[src/rtl/irq_router_pkg.sv]
package irq_router_pkg;
    localparam int LINE_N  = 4;
    localparam int LINE_W  = 2;
    localparam int BYTE_W  = 8;

    typedef logic [BYTE_W-1:0] route_t;

    // Reset value of a routing byte for the chosen profile
    function automatic route_t default_route(input int profile, input int line);
        if (profile == 1) begin
            return (line < 2) ? route_t'(8'h0A) : route_t'(8'h0B);
        end
        return route_t'(8'h80);
    endfunction
endpackage

[src/rtl/irq_slot_swizzle.sv]
module irq_slot_swizzle
    import irq_router_pkg::*;
#(
    parameter int DEVFN_W   = 8,
    parameter int FUNC_BITS = 3
) (
    input  logic [DEVFN_W-1:0] devfn,
    input  logic [LINE_W-1:0]  pin,
    output logic [LINE_W-1:0]  line_idx
);
    logic [DEVFN_W-1:0] slot_num;
    logic [DEVFN_W-1:0] pin_ext;

    always_comb begin
        slot_num = devfn >> FUNC_BITS;
        pin_ext  = DEVFN_W'(pin);
        // modulo 4 falls out of the truncation
        line_idx = LINE_W'(pin_ext + slot_num - DEVFN_W'(1));
    end
endmodule

[src/rtl/irq_level_latch.sv]
module irq_level_latch
    import irq_router_pkg::*;
(
    input  logic              clk,
    input  logic              rst_n,
    input  logic              ev_valid,
    input  logic [LINE_W-1:0] ev_idx,
    input  logic              ev_level,
    output logic [LINE_N-1:0] levels
);
    always_ff @(posedge clk or negedge rst_n) begin
        if (!rst_n) begin
            levels <= '0;
        end else if (ev_valid) begin
            levels[ev_idx] <= ev_level;
        end
    end

    assert_event_sets_level_R2: assert property (@(posedge clk) disable iff (!rst_n)
        ev_valid |=> levels[$past(ev_idx)] == $past(ev_level));

    assert_idle_holds_R2: assert property (@(posedge clk) disable iff (!rst_n)
        !ev_valid |=> $stable(levels));
endmodule

[src/rtl/irq_route_regs.sv]
module irq_route_regs
    import irq_router_pkg::*;
#(
    parameter int ADDR_W        = 8,
    parameter int BASE_ADDR     = 'h60,
    parameter int RESET_PROFILE = 0
) (
    input  logic                      clk,
    input  logic                      rst_n,
    input  logic                      we,
    input  logic [ADDR_W-1:0]         addr,
    input  logic [BYTE_W-1:0]         wdata,
    output logic [BYTE_W-1:0]         rdata,
    output route_t [LINE_N-1:0]       routes
);
    logic [LINE_N-1:0] hit;

    for (genvar k = 0; k < LINE_N; k++) begin : g_reg
        assign hit[k] = (addr == ADDR_W'(BASE_ADDR + k));

        always_ff @(posedge clk or negedge rst_n) begin
            if (!rst_n) begin
                routes[k] <= default_route(RESET_PROFILE, k);
            end else if (we && hit[k]) begin
                routes[k] <= wdata;
            end
        end

        assert_write_stores_R3: assert property (@(posedge clk) disable iff (!rst_n)
            (we && addr == ADDR_W'(BASE_ADDR + k)) |=> routes[k] == $past(wdata));
    end

    always_comb begin
        rdata = '0;
        for (int k = 0; k < LINE_N; k++) begin
            if (hit[k]) rdata = routes[k];
        end
    end

    assert_stray_write_ignored_R3: assert property (@(posedge clk) disable iff (!rst_n)
        (we && (addr < ADDR_W'(BASE_ADDR) || addr > ADDR_W'(BASE_ADDR + LINE_N - 1)))
        |=> $stable(routes));
endmodule

[src/rtl/irq_merge.sv]
module irq_merge
    import irq_router_pkg::*;
#(
    parameter int OUT_N = 16
) (
    input  logic [LINE_N-1:0]   levels,
    input  route_t [LINE_N-1:0] routes,
    output logic [OUT_N-1:0]    irq_out
);
    localparam int OUT_W = $clog2(OUT_N);

    logic [LINE_N-1:0] live;

    for (genvar p = 0; p < LINE_N; p++) begin : g_live
        assign live[p] = levels[p] && (routes[p] < BYTE_W'(OUT_N));
    end

    for (genvar o = 0; o < OUT_N; o++) begin : g_out
        logic [LINE_N-1:0] sel;
        for (genvar p = 0; p < LINE_N; p++) begin : g_sel
            assign sel[p] = live[p] && (routes[p][OUT_W-1:0] == OUT_W'(o));
        end
        assign irq_out[o] = |sel;
    end
endmodule

[src/rtl/irq_pin_router.sv]
module irq_pin_router
    import irq_router_pkg::*;
#(
    parameter int OUT_N         = 16,
    parameter int RESET_PROFILE = 0
) (
    input  logic         clk,
    input  logic         rst_n,
    input  logic         dev_valid,
    input  logic [7:0]   dev_devfn,
    input  logic [1:0]   dev_pin,
    input  logic         dev_level,
    input  logic         reg_we,
    input  logic [7:0]   reg_addr,
    input  logic [7:0]   reg_wdata,
    output logic [7:0]   reg_rdata,
    output logic [OUT_N-1:0] ctl_irq
);
    logic [LINE_W-1:0]   ev_line;
    logic [LINE_N-1:0]   line_lvl;
    route_t [LINE_N-1:0] line_route;

    irq_slot_swizzle #(.DEVFN_W(8), .FUNC_BITS(3)) u_swz (
        .devfn    (dev_devfn),
        .pin      (dev_pin),
        .line_idx (ev_line)
    );

    irq_level_latch u_lvl (
        .clk      (clk),
        .rst_n    (rst_n),
        .ev_valid (dev_valid),
        .ev_idx   (ev_line),
        .ev_level (dev_level),
        .levels   (line_lvl)
    );

    irq_route_regs #(.ADDR_W(8), .BASE_ADDR('h60), .RESET_PROFILE(RESET_PROFILE)) u_regs (
        .clk    (clk),
        .rst_n  (rst_n),
        .we     (reg_we),
        .addr   (reg_addr),
        .wdata  (reg_wdata),
        .rdata  (reg_rdata),
        .routes (line_route)
    );

    irq_merge #(.OUT_N(OUT_N)) u_merge (
        .levels  (line_lvl),
        .routes  (line_route),
        .irq_out (ctl_irq)
    );

    // an OR merge never raises more inputs than there are high lines
    assert_no_extra_irq_R7: assert property (@(posedge clk) disable iff (!rst_n)
        $countones(ctl_irq) <= $countones(line_lvl));

    assert_quiet_when_idle_R7: assert property (@(posedge clk) disable iff (!rst_n)
        (line_lvl == '0) |-> (ctl_irq == '0));

    for (genvar p = 0; p < LINE_N; p++) begin : g_chk
        assert_unrouted_silent_R5: assert property (@(posedge clk) disable iff (!rst_n)
            (line_route[p] >= 8'(OUT_N) && line_lvl == LINE_N'(1 << p)) |-> (ctl_irq == '0));
        assert_routed_reaches_R4: assert property (@(posedge clk) disable iff (!rst_n)
            (line_route[p] < 8'(OUT_N) && line_lvl[p]) |-> ctl_irq[line_route[p][3:0]]);
    end
endmodule

[config.mk]
export PLATFORM = sky130hd
export DESIGN_NAME = irq_pin_router
export DESIGN_NICKNAME = d
export VERILOG_FILES = /design/src/rtl/irq_router_pkg.sv /design/src/rtl/irq_slot_swizzle.sv /design/src/rtl/irq_level_latch.sv /design/src/rtl/irq_route_regs.sv /design/src/rtl/irq_merge.sv /design/src/rtl/irq_pin_router.sv
export SDC_FILE = /design/constraint.sdc
export NUM_CORES = 1
export LEC_CHECK = 0
export ABC_AREA = 0
export BUFFER_PORTS_ARGS = -buffer_cell sky130_fd_sc_hd__clkbuf_2
export CAP_MARGIN = 20
export CORE_ASPECT_RATIO = 0.6
export CORE_MARGIN = 1
export CORE_UTILIZATION = 54
export CTS_CLUSTER_DIAMETER = 60
export DETAILED_ROUTE_END_ITERATION = 10
export HOLD_SLACK_MARGIN = 0.06
export PLACE_DENSITY = 0.83
export SLEW_MARGIN = 5
export SYNTH_ARGS = -nofsm -noshare
export SYNTH_HDL_FRONTEND = slang
export SYNTH_SLANG_ARGS = --single-unit
[constraint.sdc]
create_clock -name clk -period 2.05 [get_ports clk]
set_input_delay 0.3075 -clock clk [delete_from_list [all_inputs] [get_ports clk]]
set_output_delay 0.3075 -clock clk [all_outputs]
set_load 0.005 [all_outputs]
==> results.cfg, run 1 <==
[critical_path]
startpoint_type = flip-flop
r2r-end = u_regs.routes[13]$_DFFE_PN0P_
worstPathMaxFanout = 4
arrival_ps = 1880
reg2reg_depth = 3
reg2reg_slack_ps = 1040
crit_path_max_incr_delay_ps = 460
critPathKind = reg -> out
reg2reg_from = u_regs.routes[13]$_DFFE_PN0P_
crit_chain = or3_4 > nor4_4 > buf_4 > nand2_1 > o311ai_2 > buf_2
critical_path_required_ps = 1740
end_kind = output port
cp_slowest_cell = or3_4

[yosys]
synth_cell_types = 38
syn_area_per_cell_um2 = 10.55
synth-edff-count = 0
syn_inst = 234
async_flop_share = 1.000
yosys_register_bits = 36
ys.warnings.count = 0
seq_area_frac_synth = 0.3668
synth_ff_type = dfrtp_1
synth.cell_area_mm2 = 0.002470
synthesis.nets = 266

[timing]
slew_viol_final = 0
finalSetupViolations = 15
rsz0062_at_grt = true
timing.final.crit_share = 1.066
skew_ps = 0
slew_headroom = 0.4199
layout_setup_ws_ps = -135.2
hold_violations = 0
fmax_mhz = 457.6
worst_slew_pin_slew_ps = 870.1
tns_ps = -1025
min_period_ps = 2185

[flow_run]
maxCapViolations = 0

[pwr]
pwr_density_cell_mw_per_mm2 = 596.9
vdd.ir_drop.worst_v = 0.0006487
cellLeakagePower_nw = 1.525
fin_total_pwr_mw = 1.884

[detailed_routing]
viasPerCell = 6.409
vias = 2301
wire_per_inst_um = 19.16
antenna_left = 0
first_pass_iters = 6
drt_iter0_drc = 233
wl_um = 6877
drc_errors = 0

[clocking]
cts_max_level = 2
numCtsBuffers = 5
hold_buffers = 0
clockBufferDepth = 2
clk_pin_slew_worst_paths_ps = 70
cts_tree = built
clock_latency_ps = 280
cts_root_buf = clkbuf_8
clkSinkCount = 36

[global_routing]
grt_pass1_wl_um = 10330
track_usage = 0.2993
grt_pass1_vias = 2057
grt-ovfl-total = 0
grt_max_degree = 37
grt_antenna_before_repair = 0

[cells_and_area]
fin_cells = 359
fillers = 300
n_antenna_cell = 0
drive_gt1_frac = 0.5151
nNetsFinal = 330
syn2layout_area_growth_pct = 27.81
finish.instance_area_mm2 = 0.003157

[floorplanning]
die_x_um = 89.31
coreArea_mm2 = 0.004234
num_io_pins = 55
fp-row-count = 18
die_h_um = 54.39
die_area_mm2 = 0.004857
start_util = 0.5833

[placed_design]
placedCellCount = 340
place_area_mm2 = 0.002799
hpwl_um = 4760
io_buffer_count = 48
place.gp.congestion = 0.9630
place_ws_ps = -28.82

[worst_hold_path]
hold_class = in -> async

[outcome]
status = complete, but fails checks
failed_checks = setup timing
-- through the flow --
step                      hold slack (ps)  utilization
after floorplan                     11.91            -
after global placement              449.1       0.6611
after CTS                           144.1       0.7119
final                               127.6       0.7456
after global routing                185.9       0.7456
after detailed placement            451.8       0.6611
-- state kept, by name, indices dropped and copies added (netlist names) --
register	flops
u_regs.routes	32
u_lvl.levels	4
-- routing by layer --
layer,track usage,routed length (µm),part of all wire
met3,0.06184,585,0.085
met5,0,0,0
met2,0.4822,3043,0.44
met1,0.4098,3057,0.44
met4,0.1005,190,0.028
-- cell usage in the layout, fill, tap and decap left out, types with 4 or more instances in the layout --
| master | instances |
|---|---|
| buf_4 | 20 |
| and2b_1 | 8 |
| mux4_2 | 8 |
| dfrtp_1 | 31 |
| nand2_1 | 16 |
| inv_1 | 7 |
| mux2_4 | 16 |
| mux2_2 | 20 |
| nor2_1 | 10 |
| or3_1 | 4 |
| dfstp_2 | 4 |
| nand3_1 | 25 |
| clkbuf_2 | 35 |
| nor2b_1 | 10 |
| buf_2 | 13 |
| clkbuf_8 | 5 |
| a32oi_1 | 7 |
-- synth_stat cells (4+ instances only) --
| cell | n | area share |
|---|---|---|
| nor2b_1 | 10 | 0.025 |
| nor2_1 | 12 | 0.018 |
| nand3_1 | 26 | 0.053 |
| mux2_2 | 20 | 0.091 |
| a22oi_1 | 6 | 0.018 |
| a32oi_1 | 7 | 0.025 |
| nand2_1 | 17 | 0.026 |
| inv_1 | 7 | 0.011 |
| and2b_1 | 8 | 0.024 |
| mux4_2 | 8 | 0.073 |
| mux2_4 | 16 | 0.097 |
| nor3b_1 | 4 | 0.012 |
| nor3_1 | 5 | 0.010 |
| dfstp_2 | 4 | 0.043 |
| or3_1 | 7 | 0.018 |
| clkbuf_1 | 7 | 0.011 |
| dfrtp_1 | 32 | 0.32 |
| buf_2 | 4 | 0.0081 |
-- repair_timing --
item,CTS,global route
pin swaps,13,11
gates resized for setup,19,33
setup buffers,4,7
endpoints found under the setup margin,16,16
gates cloned,0,0
-- area by class of cell --
type,instances,area [µm²],area share
Sequential cell,36,907.1,0.2874
Timing Repair Buffer,70,412.9,0.1308
Tap cell,60,75.07,0.02378
Clock inverter,3,18.77,0.005945
Clock buffer,5,68.82,0.02180
Multi-Input combinational cell,178,1648,0.5220
Inverter,7,26.28,0.008323
-- worst max-delay path: cells and delay by family, from the launching register on --
family	cells	cell delay [ps]
simple gates	3	750
flops	1	390
buf+inv	2	350
compound gates	1	80
-- worst max path at each step --
stage	slack [ps]	from	cells after the start	to
finish	-140	u_regs.routes[13]$_DFFE_PN0P_	6	ctl_irq[7]
floorplan	280	u_regs.routes[22]$_DFFE_PN0P_	4	ctl_irq[7]
detailed placement	-30	reg_addr[7]	5	u_regs.routes[20]$_DFFE_PN0P_
global placement	40	reg_addr[7]	5	u_regs.routes[11]$_DFFE_PN0P_
global route	-230	u_regs.routes[21]$_DFFE_PN0P_	6	ctl_irq[3]
CTS	-120	u_regs.routes[22]$_DFFE_PN0P_	6	ctl_irq[3]
-- kinds of logic after synthesis --
family	synth area share
fa+ha+maj	0.005065
xor+xnor	0.007093
buf+inv	0.03850
flops	0.3668
compound gates	0.06434
mux	0.2614
simple gates	0.2568
-- where the power goes --
group	internal, mW	switching [mW]	total, mW	leakage, nW
sequential	0.770	0.0758	0.845	0.473
clock	0.236	0.255	0.491	0.0479
combinational	0.256	0.292	0.548	1.00
(Power assumes the default switching activity.)
==> run 2: changes to the inputs <==
--- a/config.mk
+++ b/config.mk
@@ -15,6 +15,7 @@
 export DETAILED_ROUTE_END_ITERATION = 10
 export HOLD_SLACK_MARGIN = 0.06
 export PLACE_DENSITY = 0.83
+export SETUP_SLACK_MARGIN = 0.05
 export SLEW_MARGIN = 5
 export SYNTH_ARGS = -nofsm -noshare
 export SYNTH_HDL_FRONTEND = slang
==> run 2 against run 1 <==
Effect of this change: the flow still finishes with violations (setup timing); final cell count decreased by 0.84%; sequential power about the same; fmax increased by 1.1%; utilization decreased by 0.41 points; clock skew unchanged; wire length decreased by 3.1%; worst hold slack got worse by 3.5 ps; critical endpoint is now ctl_irq[11].
==> results.cfg, run 2 (same netlist as run 1, synthesis figures left out) <==
[timing]
skew_ps = 0
min_period_ps = 2161
rsz0062_at_grt = true
slew_headroom = 0.4233
slew_viol_final = 0
timing.final.crit_share = 1.054
layout_setup_ws_ps = -110.6
hold_violations = 0
worst_slew_pin_slew_ps = 865.1
fmax_mhz = 462.8
tns_ps = -842.9
finalSetupViolations = 15

[critical_path]
critical_path_required_ps = 1740
worstSetupStartpoint = u_regs.routes[29]$_DFFE_PN0P_
arrival_ps = 1850
reg2reg_from = u_regs.routes[13]$_DFFE_PN0P_
worstPathMaxFanout = 6
critPathKind = reg -> out
startpoint_type = flip-flop
reg2reg_depth = 3
end_kind = output port

[floorplanning]
num_io_pins = 55
coreArea_mm2 = 0.004234
die_h_um = 54.39
die_x_um = 89.31
fp-row-count = 18
die_area_mm2 = 0.004857
start_util = 0.5833

[detailed_routing]
antenna_left = 0
first_pass_iters = 5
vias = 2245
wire_per_inst_um = 18.72
drc_errors = 0
wl_um = 6663
viasPerCell = 6.306
drt_iter0_drc = 272

[placed_design]
place_area_mm2 = 0.002799
hpwl_um = 4760
io_buffer_count = 48
placedCellCount = 340
place.gp.congestion = 0.9630

[cells_and_area]
drive_gt1_frac = 0.5135
fin_util = 0.7414
regArea_um2 = 907.1
nNetsFinal = 327
syn2layout_area_growth_pct = 27.10
fillers = 300
final_common_cell = clkbuf_2
regMostFlops = u_regs.routes
finish.instance_area_mm2 = 0.003139
largest_reg_flops = 32
reg_top3 = u_regs.routes: 32 flops, u_lvl.levels: 4 flops
n_antenna_cell = 0
mostFrequentLayoutCells = clkbuf_2, dfrtp_1, nand3_1, mux2_2, buf_4
fin_cells = 356
multi_input_area_mm2 = 0.001653

[clocking]
cts_root_buf = clkbuf_8
clk_pin_slew_worst_paths_ps = 70
cts_tree = built
clock_latency_ps = 280
numCtsBuffers = 5
hold_buffers = 0
cts_max_level = 2
clockBufferDepth = 2
clkSinkCount = 36

[global_routing]
grt_pass1_wl_um = 10400
grt_pass1_vias = 2066
grt-ovfl-total = 0
grt_max_degree = 37
track_usage = 0.3006
grt_antenna_before_repair = 0

[worst_hold_path]
hold_class = in -> async

[pwr]
fin_total_pwr_mw = 1.875
pwr_density_cell_mw_per_mm2 = 597.2
cellLeakagePower_nw = 1.512
vdd.ir_drop.worst_v = 0.0006517

[outcome]
status = complete, but fails checks
failed_checks = setup timing

[flow_run]
maxCapViolations = 0
[run 2: worst max-delay path: stages (launching register included)]
cell,delay (ps)
dfrtp_1,390
or3_4,450
buf_4,160
nor3_1,260
a221oi_1,100
nand2_1,90
clkbuf_2,110
[run 2: worst paths after layout]
check | end | slack, ps
setup / recovery | ctl_irq[11] | -110
hold / removal | u_lvl.levels[2]$_DFFE_PN0P_ | 120
setup reg to reg | u_regs.routes[13]$_DFFE_PN0P_ | 1040
hold reg to reg | u_regs.routes[21]$_DFFE_PN0P_ | 530
max in group asynchronous | u_regs.routes[0]$_DFFE_PN0P_ | 1330
min in group clk | u_regs.routes[9]$_DFFE_PN0P_ | 300
[run 2: what timing repair did]
action / CTS / global route
setup buffers: 5 / 3
gates resized for setup: 20 / 31
gates cloned: 0 / 0
setup endpoints to repair: 16 / 16
pin swaps: 15 / 11
[run 2: metal layers]
layer  up-vias  global-route usage  share of wire
met5         -                   0              0
met4         0             0.09788          0.024
met3        33             0.06938          0.085
met2       128              0.4847           0.45
met1      1084              0.4079           0.44
li1       1000                   -              -
[run 2: through the flow]
step                worst slack (ps)  hold WS (ps)
floorplan                      281.1         11.91
finish                        -110.6         124.1
global placement               42.66         449.1
CTS                           -122.5         144.1
global route                  -231.9         185.9
detailed placement            -28.82         451.8
[run 2: cell type report]
type	count	share of cell area
Tap cell	60	0.02391
Clock inverter	3	0.005978
Inverter	7	0.008370
Timing Repair Buffer	67	0.1244
Sequential cell	36	0.2890
Multi-Input combinational cell	178	0.5265
Clock buffer	5	0.02192
[run 2: where the power goes]
group / total [mW] / internal (mW) / switching, mW / leakage, nW
Sequential: 0.845 / 0.770 / 0.0756 / 0.473
Combinational: 0.538 / 0.251 / 0.287 / 0.991
Clock: 0.492 / 0.236 / 0.255 / 0.0479
